File: src/rtl/dcd_pkg.sv
package dcd_pkg;
   typedef enum logic [2:0] {
      ST_IDLE, ST_FETCH, ST_LOAD, ST_RD, ST_WR, ST_NEXT, ST_DONE, ST_ERR
   } dcd_state_e;

   localparam logic [2:0] RA_CTRL = 3'd0;
   localparam logic [2:0] RA_STAT = 3'd1;
   localparam logic [2:0] RA_CDA  = 3'd2;
   localparam logic [2:0] RA_SRC  = 3'd3;
   localparam logic [2:0] RA_DST  = 3'd4;
   localparam logic [2:0] RA_NDA  = 3'd5;
   localparam logic [2:0] RA_BCNT = 3'd6;

   localparam int ST_BIT_BUSY = 0;
   localparam int ST_BIT_DONE = 1;
   localparam int ST_BIT_TE   = 2;
endpackage

File: src/rtl/dcd_status.sv
module dcd_status
   import dcd_pkg::*;
(
   input  logic        clk,
   input  logic        rst_n,
   input  logic        wr_en,
   input  logic [2:0]  wr_addr,
   input  logic [31:0] wr_data,
   input  logic        busy,
   input  logic        done_set,
   input  logic        te_set,
   output logic        done_q,
   output logic        te_q,
   output logic        start_go
);
   logic stat_wr;
   assign stat_wr  = wr_en && (wr_addr == RA_STAT);
   assign start_go = wr_en && (wr_addr == RA_CTRL) && wr_data[0] && !busy && !te_q;

   always_ff @(posedge clk or negedge rst_n) begin
      if (!rst_n) begin
         done_q <= 1'b0;
         te_q   <= 1'b0;
      end else begin
         if (done_set)                          done_q <= 1'b1;
         else if (stat_wr && wr_data[ST_BIT_DONE]) done_q <= 1'b0;
         if (te_set)                            te_q <= 1'b1;
         else if (stat_wr && wr_data[ST_BIT_TE])   te_q <= 1'b0;
      end
   end

   AST_TE_STICKY: assert property (@(posedge clk) disable iff (!rst_n)
      te_q && !(stat_wr && wr_data[ST_BIT_TE]) |=> te_q);
   AST_DONE_STICKY: assert property (@(posedge clk) disable iff (!rst_n)
      done_q && !(stat_wr && wr_data[ST_BIT_DONE]) |=> done_q);
endmodule

File: src/rtl/dcd_engine.sv
module dcd_engine
   import dcd_pkg::*;
#(
   parameter int AW          = 32,
   parameter int CW          = 16,
   parameter bit ALIGN_CHECK = 1'b1
) (
   input  logic          clk,
   input  logic          rst_n,
   input  logic          start_go,
   input  logic          sw_we,
   input  logic [2:0]    sw_sel,
   input  logic [31:0]   sw_data,
   output logic          busy,
   output logic          done_set,
   output logic          te_set,
   output logic [AW-1:0] cda,
   output logic [AW-1:0] src,
   output logic [AW-1:0] dst,
   output logic [AW-1:0] nda,
   output logic [CW-1:0] bcnt,
   output logic          mem_req,
   output logic          mem_we,
   output logic          mem_byte,
   output logic [AW-1:0] mem_addr,
   output logic [31:0]   mem_wdata,
   input  logic [31:0]   mem_rdata,
   input  logic          mem_gnt,
   input  logic          mem_err
);
   localparam int LINK_LSB = 5;

   dcd_state_e    state;
   logic [1:0]    idx;
   logic [AW-1:0] f_src, f_dst, f_nda;
   logic [CW-1:0] f_cnt;
   logic [7:0]    byte_q;
   logic          misal;
   logic [AW-1:0] cda_eff;
   logic [AW-1:0] fetch_addr;

   generate
      if (ALIGN_CHECK) begin : g_strict
         assign misal   = |cda[LINK_LSB-1:0];
         assign cda_eff = cda;
      end else begin : g_mask
         assign misal   = 1'b0;
         assign cda_eff = {cda[AW-1:LINK_LSB], {LINK_LSB{1'b0}}};
      end
   endgenerate

   assign fetch_addr = cda_eff + {{(AW-5){1'b0}}, idx, 3'b000};
   assign busy       = (state != ST_IDLE);
   assign done_set   = (state == ST_DONE);
   assign te_set     = (state == ST_ERR);
   assign mem_req    = ((state == ST_FETCH) && !misal) || (state == ST_RD) || (state == ST_WR);
   assign mem_we     = (state == ST_WR);
   assign mem_byte   = (state == ST_RD) || (state == ST_WR);
   assign mem_wdata  = {24'b0, byte_q};

   always_comb begin
      case (state)
         ST_RD:   mem_addr = src;
         ST_WR:   mem_addr = dst;
         default: mem_addr = fetch_addr;
      endcase
   end

   always_ff @(posedge clk or negedge rst_n) begin
      if (!rst_n) begin
         state  <= ST_IDLE;
         idx    <= '0;
         cda    <= '0;
         src    <= '0;
         dst    <= '0;
         nda    <= '0;
         bcnt   <= '0;
         f_src  <= '0;
         f_dst  <= '0;
         f_nda  <= '0;
         f_cnt  <= '0;
         byte_q <= '0;
      end else begin
         case (state)
            ST_IDLE: begin
               if (sw_we) begin
                  case (sw_sel)
                     RA_CDA:  cda  <= sw_data[AW-1:0];
                     RA_SRC:  src  <= sw_data[AW-1:0];
                     RA_DST:  dst  <= sw_data[AW-1:0];
                     RA_NDA:  nda  <= sw_data[AW-1:0];
                     RA_BCNT: bcnt <= sw_data[CW-1:0];
                     default: ;
                  endcase
               end
               if (start_go) begin
                  state <= ST_FETCH;
                  idx   <= '0;
               end
            end
            ST_FETCH: begin
               if (misal) begin
                  state <= ST_ERR;
               end else if (mem_gnt) begin
                  if (mem_err) begin
                     state <= ST_ERR;
                  end else begin
                     case (idx)
                        2'd0:    f_src <= mem_rdata[AW-1:0];
                        2'd1:    f_dst <= mem_rdata[AW-1:0];
                        2'd2:    f_nda <= mem_rdata[AW-1:0];
                        default: f_cnt <= mem_rdata[CW-1:0];
                     endcase
                     if (idx == 2'd3) state <= ST_LOAD;
                     idx <= idx + 2'd1;
                  end
               end
            end
            ST_LOAD: begin
               src   <= f_src;
               dst   <= f_dst;
               nda   <= f_nda;
               bcnt  <= f_cnt;
               state <= (f_cnt == '0) ? ST_NEXT : ST_RD;
            end
            ST_RD: begin
               if (mem_gnt) begin
                  if (mem_err) state <= ST_ERR;
                  else begin
                     byte_q <= mem_rdata[7:0];
                     state  <= ST_WR;
                  end
               end
            end
            ST_WR: begin
               if (mem_gnt) begin
                  if (mem_err) state <= ST_ERR;
                  else begin
                     src   <= src + AW'(1);
                     dst   <= dst + AW'(1);
                     bcnt  <= bcnt - CW'(1);
                     state <= (bcnt == CW'(1)) ? ST_NEXT : ST_RD;
                  end
               end
            end
            ST_NEXT: begin
               if (nda[0]) begin
                  state <= ST_DONE;
               end else begin
                  cda   <= {nda[AW-1:LINK_LSB], {LINK_LSB{1'b0}}};
                  idx   <= '0;
                  state <= ST_FETCH;
               end
            end
            default: state <= ST_IDLE;
         endcase
      end
   end

   AST_REQ_HOLD: assert property (@(posedge clk) disable iff (!rst_n)
      mem_req && !mem_gnt |=> mem_req && $stable(mem_addr) && $stable(mem_we));
   AST_WORD_ALIGN: assert property (@(posedge clk) disable iff (!rst_n)
      mem_req && !mem_byte |-> mem_addr[2:0] == 3'b000);
   AST_BCNT_STEP: assert property (@(posedge clk) disable iff (!rst_n)
      mem_req && mem_we && mem_gnt && !mem_err |=> bcnt == $past(bcnt) - CW'(1));
   AST_DONE_ON_EOT: assert property (@(posedge clk) disable iff (!rst_n)
      done_set |-> nda[0]);
   AST_ERR_DROPS_REQ: assert property (@(posedge clk) disable iff (!rst_n)
      mem_req && mem_gnt && mem_err |=> !mem_req);
endmodule

File: src/rtl/dcd_dma_chan.sv
module dcd_dma_chan
   import dcd_pkg::*;
#(
   parameter int AW          = 32,
   parameter int CW          = 16,
   parameter bit ALIGN_CHECK = 1'b1
) (
   input  logic          clk,
   input  logic          rst_n,
   input  logic          reg_we,
   input  logic [2:0]    reg_addr,
   input  logic [31:0]   reg_wdata,
   output logic [31:0]   reg_rdata,
   output logic          mem_req,
   output logic          mem_we,
   output logic          mem_byte,
   output logic [AW-1:0] mem_addr,
   output logic [31:0]   mem_wdata,
   input  logic [31:0]   mem_rdata,
   input  logic          mem_gnt,
   input  logic          mem_err
);
   generate
      if (AW < 12 || AW > 32) begin : g_bad_aw
         $error("dcd_dma_chan: AW must be within 12..32");
      end
      if (CW < 1 || CW > 32) begin : g_bad_cw
         $error("dcd_dma_chan: CW must be within 1..32");
      end
   endgenerate

   logic          busy, done_set, te_set, done_q, te_q, start_go;
   logic [AW-1:0] cda, src, dst, nda;
   logic [CW-1:0] bcnt;

   dcd_status u_status (
      .clk      (clk),
      .rst_n    (rst_n),
      .wr_en    (reg_we),
      .wr_addr  (reg_addr),
      .wr_data  (reg_wdata),
      .busy     (busy),
      .done_set (done_set),
      .te_set   (te_set),
      .done_q   (done_q),
      .te_q     (te_q),
      .start_go (start_go)
   );

   dcd_engine #(.AW(AW), .CW(CW), .ALIGN_CHECK(ALIGN_CHECK)) u_engine (
      .clk       (clk),
      .rst_n     (rst_n),
      .start_go  (start_go),
      .sw_we     (reg_we),
      .sw_sel    (reg_addr),
      .sw_data   (reg_wdata),
      .busy      (busy),
      .done_set  (done_set),
      .te_set    (te_set),
      .cda       (cda),
      .src       (src),
      .dst       (dst),
      .nda       (nda),
      .bcnt      (bcnt),
      .mem_req   (mem_req),
      .mem_we    (mem_we),
      .mem_byte  (mem_byte),
      .mem_addr  (mem_addr),
      .mem_wdata (mem_wdata),
      .mem_rdata (mem_rdata),
      .mem_gnt   (mem_gnt),
      .mem_err   (mem_err)
   );

   always_comb begin
      reg_rdata = '0;
      case (reg_addr)
         RA_STAT: begin
            reg_rdata[ST_BIT_BUSY] = busy;
            reg_rdata[ST_BIT_DONE] = done_q;
            reg_rdata[ST_BIT_TE]   = te_q;
         end
         RA_CDA:  reg_rdata[AW-1:0] = cda;
         RA_SRC:  reg_rdata[AW-1:0] = src;
         RA_DST:  reg_rdata[AW-1:0] = dst;
         RA_NDA:  reg_rdata[AW-1:0] = nda;
         RA_BCNT: reg_rdata[CW-1:0] = bcnt;
         default: ;
      endcase
   end

   AST_TE_KEEPS_IDLE: assert property (@(posedge clk) disable iff (!rst_n)
      te_q && !busy |=> !busy);
   AST_IDLE_NO_REQ: assert property (@(posedge clk) disable iff (!rst_n)
      !busy |-> !mem_req);
endmodule

File: config.mk
export PLATFORM = sky130hd
export DESIGN_NAME = dcd_dma_chan
export DESIGN_NICKNAME = d
export VERILOG_FILES = /design/src/rtl/dcd_pkg.sv /design/src/rtl/dcd_status.sv /design/src/rtl/dcd_engine.sv /design/src/rtl/dcd_dma_chan.sv
export SDC_FILE = /design/constraint.sdc
export NUM_CORES = 1
export LEC_CHECK = 0
export BUFFER_PORTS_ARGS = -buffer_cell sky130_fd_sc_hd__buf_2
export CELL_PAD_IN_SITES_DETAIL_PLACEMENT = 1
export CELL_PAD_IN_SITES_GLOBAL_PLACEMENT = 2
export CORE_MARGIN = 3
export CORE_UTILIZATION = 40
export DETAILED_ROUTE_END_ITERATION = 10
export PLACE_DENSITY_LB_ADDON = 0.1
export SYNTH_ARGS = -nofsm -noshare
export SYNTH_HDL_FRONTEND = slang
export SYNTH_SLANG_ARGS = --single-unit
File: constraint.sdc
create_clock -name clk -period 3.6 [get_ports clk]
set_input_delay 0.18 -clock clk [delete_from_list [all_inputs] [get_ports clk]]
set_output_delay 0.18 -clock clk [all_outputs]
set_load 0.005 [all_outputs]
==> results of run 1 <==
per-layer routing:
layer  GRT usage [%]  wire length (um)  share of wire [%]  vias up
met5               0                10              0.016        -
met4            8.71              1650                2.6        2
met3            4.84              4200                6.5       86
met2            46.7             28900                 45      515
met1            44.2             29500                 46     7704
li1                -                 -                  -     6567
worst max path at each step:
| stage | end | cells past startpoint | slack [ps] | start |
|---|---|---|---|---|
| 2_1_floorplan | mem_addr[27] | 7 | 1510 | u_engine.idx[0] |
| 5_1_grt | mem_addr[28] | 7 | 80 | u_engine.state[2] |
| 3_5_place_dp | mem_addr[15] | 9 | 840 | u_engine.idx[0] |
| 6_report | mem_addr[15] | 9 | 250 | u_engine.idx[0] |
| 3_3_place_gp | mem_addr[15] | 9 | 910 | u_engine.idx[0] |
| 4_1_cts | mem_addr[15] | 9 | 250 | u_engine.idx[0] |
layout by cell type (no fill, tap or decap), types with 11 or more instances in the layout:
master         count
nand4_1           36
nand2_1          180
a22oi_1           93
a221oi_1          28
ha_1              11
buf_4             38
nor2_1            62
mux2_2           122
xor2_1            19
conb_1            24
a21oi_1           55
a31oi_1           18
buf_2            144
inv_1             26
o21ai_0          153
clkbuf_16         37
nor4_1            23
a22o_1            24
o31a_1            20
nor2b_1           13
mux2i_1           81
nand3_1           35
and2_1            12
and4_1            14
dfrtp_1          271
dlygate4sd3_1     62
and3_1            14
nor3_1            23
o22ai_1           30
o2bb2ai_1         11
o21ai_1           35
cell type report:
class	count	share of cell area [%]
multi-input cells	1244	44.6
inverters	28	0.554
flip-flops and latches	271	35.7
well taps	518	3.41
repair buffers	253	9.49
clock inverters	11	0.817
clock buffers	50	5.40
registers in the layout, summed over array words and instances (netlist names):
signal / count
u_engine.cda: 32
u_engine.dst: 32
u_engine.f_dst: 32
u_engine.f_nda: 32
u_engine.f_src: 32
u_engine.nda: 32
u_engine.src: 32
u_engine.bcnt: 16
u_engine.f_cnt: 16
u_engine.byte_q: 8
u_engine.state: 3
u_engine.idx: 2
u_status.done_q: 1
u_status.te_q: 1
what timing repair did:
action | CTS | global route
endpoints found under the hold margin | 260 | 0
hold buffers | 62 | 0
resized for setup | 0 | 0
worst max-delay path, stage by stage, from the launching register on:
cell	delay (ps)
dfrtp_1	450
ha_1	230
fa_1	310
nand3_1	170
nor4_2	410
buf_4	300
nand2_1	90
xor2_1	150
o21ai_0	320
buf_2	190
cells by family (layout without fill, tap and decap cells):
family                   after synthesis  count (layout)  synth area share, %
AO/OA/AOI/OAI                        525             525                 21.7
AND/OR/NAND/NOR                      453             453                 14.2
flip-flops                           271             271                 42.5
multiplexers                         203             203                 13.7
buffers and inverters                192             342                 5.39
XOR/XNOR                              27              27                 1.48
adder cells (fa/ha/maj)               12              12                0.988
other                                  1              24               0.0235
power by group through the flow:
stage	sequential [mW]	clock, mW	combinational, mW
final	5.82	3.68	5.92
after global routing	5.98	3.86	6.53
after CTS	5.76	3.75	5.90
after detailed placement	5.81	0	5.81
after global placement	5.76	0	5.65
after floorplan	4.98	0	4.01
==> results_dict.tcl, run 1 <==
set metrics [dict create \
    p_clk_share_pct 23.9 \
    post-dp-hpwl_um 43800 \
    holdPathStages 3 \
    grt_pass1_wl_um 96900 \
    r2r_cells 6 \
    finalPower_mw 15.4 \
    vias 14900 \
    port_buffers 146 \
    cts-htree-levels 2 \
    cts_tree "done" \
    rsz0062_at_grt "false" \
    synth.cell_area_um2 16000 \
    critPathRequiredTime_ps 3420 \
    cp-start-kind "flip-flop" \
    hold-worst-slack_ps 21.0 \
    synth_top_area_share_pct 42.5 \
    grtUsageTotal_pct 30.3 \
    grt_max_degree 108 \
    max_freq_mhz 299 \
    globalplace.congestion 0.865 \
    r2r-end "u_engine.src[9]" \
    synth_cell_types 74 \
    die-area_um2 42300 \
    synth-main-ff-cell "dfrtp_1" \
    power_density_nw_per_um2 812 \
    num_rows 72 \
    wl_per_cell_um 27.0 \
    final_cell_count_no_fill 2375 \
    hold_path.class "in -> reg" \
    yosys-top-cells-area "dfrtp_1 (42%), mux2_2 (8.6%), mux2i_1 (5.1%)" \
    area_growth_pct 18.9 \
    worst_slew_pin_slew_ps 1170 \
    end_kind "output pin" \
    synthCells 1684 \
    drtIter0Drc 1224 \
    pre_cts_ws_ps 842 \
    layout.nets 1916 \
    max-vdd-ir-drop_v 0.000484 \
    cts_sinks 271 \
    multiInputGateArea_um2 8470 \
    leakagePower_nw 8.72 \
    tns_ps 0 \
    utilization_pct 48.7 \
    fin_crit_ps 3350 \
    route.detailed.drc 0 \
    finalHoldViolations 0 \
    synthMostInstantiatedCell "dfrtp_1" \
    post_cts_buffers 0 \
    min_from "reg_wdata[11]" \
    grt_overflow 0 \
    finalInstanceArea_um2 19000 \
    grt_antenna_before_repair 1 \
    status "finished clean" \
    clk_latency_ps 540 \
    boundaryPins 171 \
    cp.arrival_ps 3170 \
    yosys_register_bits 271 \
    slew_headroom_pct 21.6 \
    path_max_fanout 7 \
    clkTransAtPathRegs_ps 60 \
    clk_root_buffer_cell "clkbuf_16" \
    finalSetupViolCount 0 \
    coreArea_um2 39000 \
    maxSlewViolCount 0 \
    synth_commonest_cells "dfrtp_1 (271), nand2_1 (184), o21ai_0 (153)" \
    async_reset_ff_share_pct 100 \
    yosysWarnings 0 \
    setup_ws_ps 255 \
    clockBufferDepth 3 \
    die_w_um 206 \
    synth-edff-count 0 \
    fill_cells 4383 \
    ant_nets 0 \
    regArea_um2 6780 \
    p_int_mw 8.81 \
    drive_gt1_share_pct 21.1 \
    ff2ff_setup_slack_ps 780 \
    hold-path-endpoint "u_engine.nda[11]" \
    drt_pass1_iterations 6 \
    numCtsBuffers 34 \
    dp.cells 2252 \
    die_y_um 206 \
    start_util_pct 40.9 \
    path_class "reg -> out" \
    pwr-share-comb_pct 38.4 \
    via_per_inst 6.26 \
    antennaDiodeCount 0 \
    yosys.area.top_type "dfrtp_1" \
    wl_um 64200 \
    clock-skew-final_ps 12.7 \
    fin_crit_sh_pct 92.9 \
    power_frac_seq_pct 37.7 \
    max-cap-violations 0 \
    switching_share_pct 42.8 \
    ys_seq_area_share_pct 42.5 \
    r2r-start "u_engine.state[1]" \
    syn-mean-instance-area_um2 9.48 \
    grt_pass1_vias 14900 \
    placed_cell_area_um2 17200 \
    net-switching-power_mw 6.61 \
]
Power figures use the tool's default switching activity.
==> run 2: changes to the inputs <==
- clock period: 3.6 -> 4 ns (I/O delays scaled with it)
==> run 2 against run 1 <==
- clock skew down 1.5 ps
- sequential share of layout area is 0.23 points higher
- clock power fell by 14%
- power decreased by 12%
- worst hold slack got worse by 9.0 ps
- largest power group is now registers
- highest routed layer is now met4
==> results_dict.tcl, run 2 (same netlist as run 1, synthesis figures left out) <==
set metrics [dict create \
    final_cell_mix "dfrtp_1 (271), nand2_1 (180), o21ai_0 (153), buf_2 (144), mux2_2 (122)" \
    route.detailed.drc 0 \
    ant_nets 0 \
    status "finished clean" \
    antennaDiodeCount 0 \
    grt_antenna_before_repair 0 \
    hold_path.class "in -> reg" \
    area_growth_pct 18.2 \
    path_class "reg -> out" \
    fin_crit_sh_pct 87.6 \
    num_rows 72 \
    grt_max_degree 101 \
    wl_per_cell_um 26.7 \
    coreArea_um2 39000 \
    finalSetupViolCount 0 \
    cts_sinks 271 \
    cts_tree "done" \
    vias 14800 \
    boundaryPins 171 \
    die_w_um 206 \
    start_util_pct 40.9 \
    max-vdd-ir-drop_v 0.000408 \
    die_y_um 206 \
    tns_ps 0 \
    slew_headroom_pct 18.3 \
    post-dp-hpwl_um 43100 \
    numCtsBuffers 35 \
    postCtsHoldBufs 60 \
    cts_resized 0 \
    via_per_inst 6.23 \
    end_kind "output pin" \
    grt_pass1_wl_um 96100 \
    grt_overflow 0 \
    drive_gt1_share_pct 21.2 \
    worst_slew_pin_slew_ps 1220 \
    cp-start-kind "flip-flop" \
    clockBufferDepth 3 \
    critPathRequiredTime_ps 3800 \
    clkTransAtPathRegs_ps 60 \
    max-cap-violations 0 \
    path_cells "buf_4 > nor2_1 > nand2_4 > inv_2 > nor2_1 > clkinv_1 > buf_4 > o21ai_0 > buf_2" \
    fin_crit_ps 3500 \
    finalHoldViolations 0 \
    grtUsageTotal_pct 29.8 \
    port_buffers 146 \
    rsz0062_at_grt "false" \
    path_max_fanout 17 \
    post_cts_buffers 0 \
    drt_pass1_iterations 5 \
    ff2ff_setup_slack_ps 1060 \
    crit_path_top_delay_cell "dfrtp_1" \
    hold-worst-slack_ps 12.0 \
    wl_um 63400 \
    layout.nets 1913 \
    grt_pass1_vias 15300 \
    clk_root_buffer_cell "clkbuf_16" \
    globalplace.congestion 0.890 \
    drtIter0Drc 1028 \
    cts-htree-levels 2 \
    layout_commonest_cell "dfrtp_1" \
    clock-skew-final_ps 11.3 \
    power_density_nw_per_um2 723 \
    die-area_um2 42300 \
    leakagePower_nw 8.67 \
    cp.arrival_ps 3300 \
    clk_latency_ps 540 \
    max_stage_delay_ps 610 \
    fill_cells 4378 \
    max_freq_mhz 285 \
    maxSlewViolCount 0 \
]
## run 2: final cells by class
| class | instances | area, um^2 | share of cell area [%] |
|---|---|---|---|
| timing repair buffer | 249 | 1730 | 9.17 |
| inverter | 28 | 105 | 0.557 |
| sequential | 271 | 6780 | 35.9 |
| clock buffer | 49 | 1010 | 5.35 |
| tap | 518 | 648 | 3.44 |
| clock inverter | 13 | 125 | 0.663 |
| multi-input combinational | 1244 | 8470 | 44.9 |
## run 2: worst paths after layout
path,from,cells past startpoint,to
setup reg to reg,u_engine.state[1],5,u_engine.f_dst[16]
max in group asynchronous,rst_n,3,u_engine.cda[12]
min in group asynchronous,rst_n,2,u_engine.byte_q[1]
hold reg to reg,u_engine.nda[4],2,u_engine.nda[4]
setup / recovery,u_engine.state[0],9,mem_addr[29]
hold / removal,mem_rdata[8],2,u_engine.f_src[8]
## run 2: metrics by stage
stage	std cells	power (mW)	util, %	instance area (um^2)	setup WS, ps
floorplan	1707	8.09	-	16000	1890
global placement	2250	10.2	43.9	17100	1170
detailed placement	2250	10.4	43.9	17100	1090
CTS	2372	13.7	48.4	18900	515
global route	2372	14.5	48.4	18900	252
finish	2372	13.6	48.4	18900	497
## run 2: routing by layer
metal  share of wire (%)  global-route usage [%]
met5                   0                       0
met3                 5.8                    4.05
met2                  46                    47.6
met4                 2.7                    9.01
met1                  45                    42.1
## run 2: where the power goes
part / internal, mW / switching, mW / total (mW)
Clock: 1.89 / 1.28 / 3.17
Sequential: 3.77 / 1.48 / 5.25
Combinational: 2.11 / 3.11 / 5.22
## run 2: worst max-delay path: cells and delay by family, from the launching register on
kind                   cells  cell delay, ps
AOI/OAI and AO/OA          1             300
buffers and inverters      5            1040
DFF                        1             610
and+or+nand+nor            3             800
==> run 3: changes to the inputs <==
- BUFFER_PORTS_ARGS: -buffer_cell sky130_fd_sc_hd__buf_2 -> -buffer_cell sky130_fd_sc_hd__buf_4
==> run 3 against run 2 <==
- non-clock buffer count unchanged
- clock skew up 22 ps
- maximum frequency up 0.86%
- worst hold slack better by 130 ps
- clock power down 3%
==> results_dict.tcl, run 3 (same netlist as run 1, synthesis figures left out) <==
set metrics [dict create \
    status "finished clean" \
    grt_pass1_vias 15000 \
    path_class "reg -> out" \
    switching_share_pct 42.9 \
    leakagePower_nw 8.75 \
    tns_ps 0 \
    ff2ff_setup_slack_ps 1060 \
    final_cell_mix "dfrtp_1 (271), nand2_1 (180), buf_4 (174), o21ai_0 (153), mux2_2 (122)" \
    wl_per_cell_um 26.9 \
    multiInputGateArea_um2 8470 \
    clkTransAtPathRegs_ps 70 \
    power_frac_seq_pct 38.1 \
    wl_met2_um 29100 \
    post_cts_buffers 0 \
    utilization_pct 49.3 \
    post-dp-hpwl_um 43000 \
    path_max_fanout 9 \
    drive_gt1_share_pct 20.8 \
    clockBufferDepth 3 \
    wl_um 63700 \
    placed_cell_area_um2 17500 \
    regArea_um2 6780 \
    cts_resized 0 \
    grt_overflow 0 \
    crit_start "u_engine.idx[0]" \
    num_rows 72 \
    wl_met3_um 3520 \
    clk_latency_ps 600 \
    cp.arrival_ps 3270 \
    path_common_cell "buf_4" \
    layout.nets 1909 \
    critPathRequiredTime_ps 3800 \
    fin_crit_sh_pct 86.8 \
    slew_headroom_pct 24.4 \
    drtIter0Drc 1141 \
    drt_pass1_iterations 5 \
    hold_path.class "in -> reg" \
    numCtsBuffers 31 \
    top_layer "met4" \
    route.detailed.drc 0 \
    net-switching-power_mw 5.99 \
    crit_end "mem_addr[31]" \
    cp.depth 9 \
    fin_crit_ps 3470 \
    end_kind "output pin" \
    via_per_inst 6.21 \
    r2r-start "u_engine.state[1]" \
    finalInstanceArea_um2 19200 \
    cts-htree-levels 1 \
    die_y_um 206 \
    r2r-end "u_engine.bcnt[15]" \
    boundaryPins 171 \
    worst_slew_pin_slew_ps 1130 \
    coreArea_um2 39000 \
    fill_cells 4352 \
    max-vdd-ir-drop_v 0.000443 \
    finalSetupViolCount 0 \
    vias 14700 \
    cp-start-kind "flip-flop" \
    max-cap-violations 0 \
    max_freq_mhz 288 \
    rsz0062_at_grt "false" \
    max_stage_delay_ps 560 \
    p_int_mw 7.96 \
    port_buffers 146 \
    area_growth_pct 20.5 \
    p_clk_share_pct 22.2 \
    grtUsageTotal_pct 29.7 \
    clock-skew-final_ps 33.5 \
    finalHoldViolations 0 \
    cts_sinks 271 \
    globalplace.congestion 0.887 \
    cpLargestDelayFamily "adder cells" \
    ant_nets 0 \
    grt_max_degree 110 \
    pwr-share-comb_pct 39.8 \
    start_util_pct 40.9 \
    clk_root_buffer_cell "clkbuf_16" \
    layout_commonest_cell "dfrtp_1" \
    finalPower_mw 13.9 \
    critPathBufInv 2 \
    maxSlewViolCount 0 \
    crit_path_top_delay_cell "dfrtp_1" \
    grt_pass1_wl_um 96400 \
    antennaDiodeCount 0 \
    path_cells "ha_1 > fa_1 > nand3_1 > nor4_2 > buf_4 > nand4_1 > xor2_1 > o21ai_0 > buf_4" \
    die-area_um2 42300 \
    cts_tree "done" \
    drt-met1-wl_um 29700 \
    r2r_cells 9 \
    grt_antenna_before_repair 0 \
    die_w_um 206 \
    power_density_nw_per_um2 725 \
]
==> run 3: cell types whose count changed in the layout (fill, tap and decap cells not counted), sizes merged <==
cell / before / now
buf: 189 / 183
bufinv: 2 / 4
clkbuf: 49 / 44
clkinvlp: 1 / 0
dlygate4sd3: 60 / 66
==> run 3: metal layers <==
metal | vias to the layer above | global-route usage (%)
met3 | 85 | 3.62
met4 | 0 | 6.69
li1 | 6538 | -
met2 | 482 | 46.7
met5 | - | 0
met1 | 7604 | 43.9
==> run 3: worst min-delay path by stage <==
stage | from | endpoint | slack, ps | cells after the start
2_1_floorplan | rst_n | u_engine.bcnt[0] | -100 | 0
3_3_place_gp | rst_n | u_engine.byte_q[0] | 330 | 1
3_5_place_dp | rst_n | u_engine.byte_q[0] | 320 | 1
4_1_cts | mem_gnt | u_engine.state[0] | 130 | 4
5_1_grt | mem_gnt | u_engine.state[0] | 150 | 4
6_report | mem_gnt | u_engine.state[0] | 150 | 4
==> run 3: worst reg2reg max path: cells and delay by family, from the launching register on <==
kind / cells / cell delay [ps]
buffers and inverters: 3 / 1050
AND/OR/NAND/NOR: 4 / 930
flip-flops: 1 / 670
AO/OA/AOI/OAI: 2 / 280
==> run 3: power groups by stage <==
stage	clock network [mW]	registers, mW	logic (mW)
final	3.09	5.31	5.55
after global routing	3.24	5.45	6.07
after CTS	3.12	5.26	5.53
after detailed placement	0	5.30	5.43
after global placement	0	5.26	5.28
after floorplan	0	4.48	3.61
==> run 3: through the flow <==
stage,setup WS [ps],cells,hold WS [ps]
finish,527,2368,146
global route,340,2368,146
detailed placement,1090,2244,321
global placement,1180,2244,328
CTS,540,2368,129
floorplan,1890,1707,-95.6
==> run 3: what timing repair did <==
action                                 in CTS  in global routing
hold buffers                               66                  0
setup endpoints to repair                   0                  0
endpoints found under the hold margin     311                  0
==> run 3: area by class of cell <==
class,count,area share (%)
timing repair buffer,249,11.1
tap,518,3.37
multi-input combinational,1244,44.0
inverter,28,0.546
clock buffer,44,4.76
sequential,271,35.3
clock inverter,14,0.904
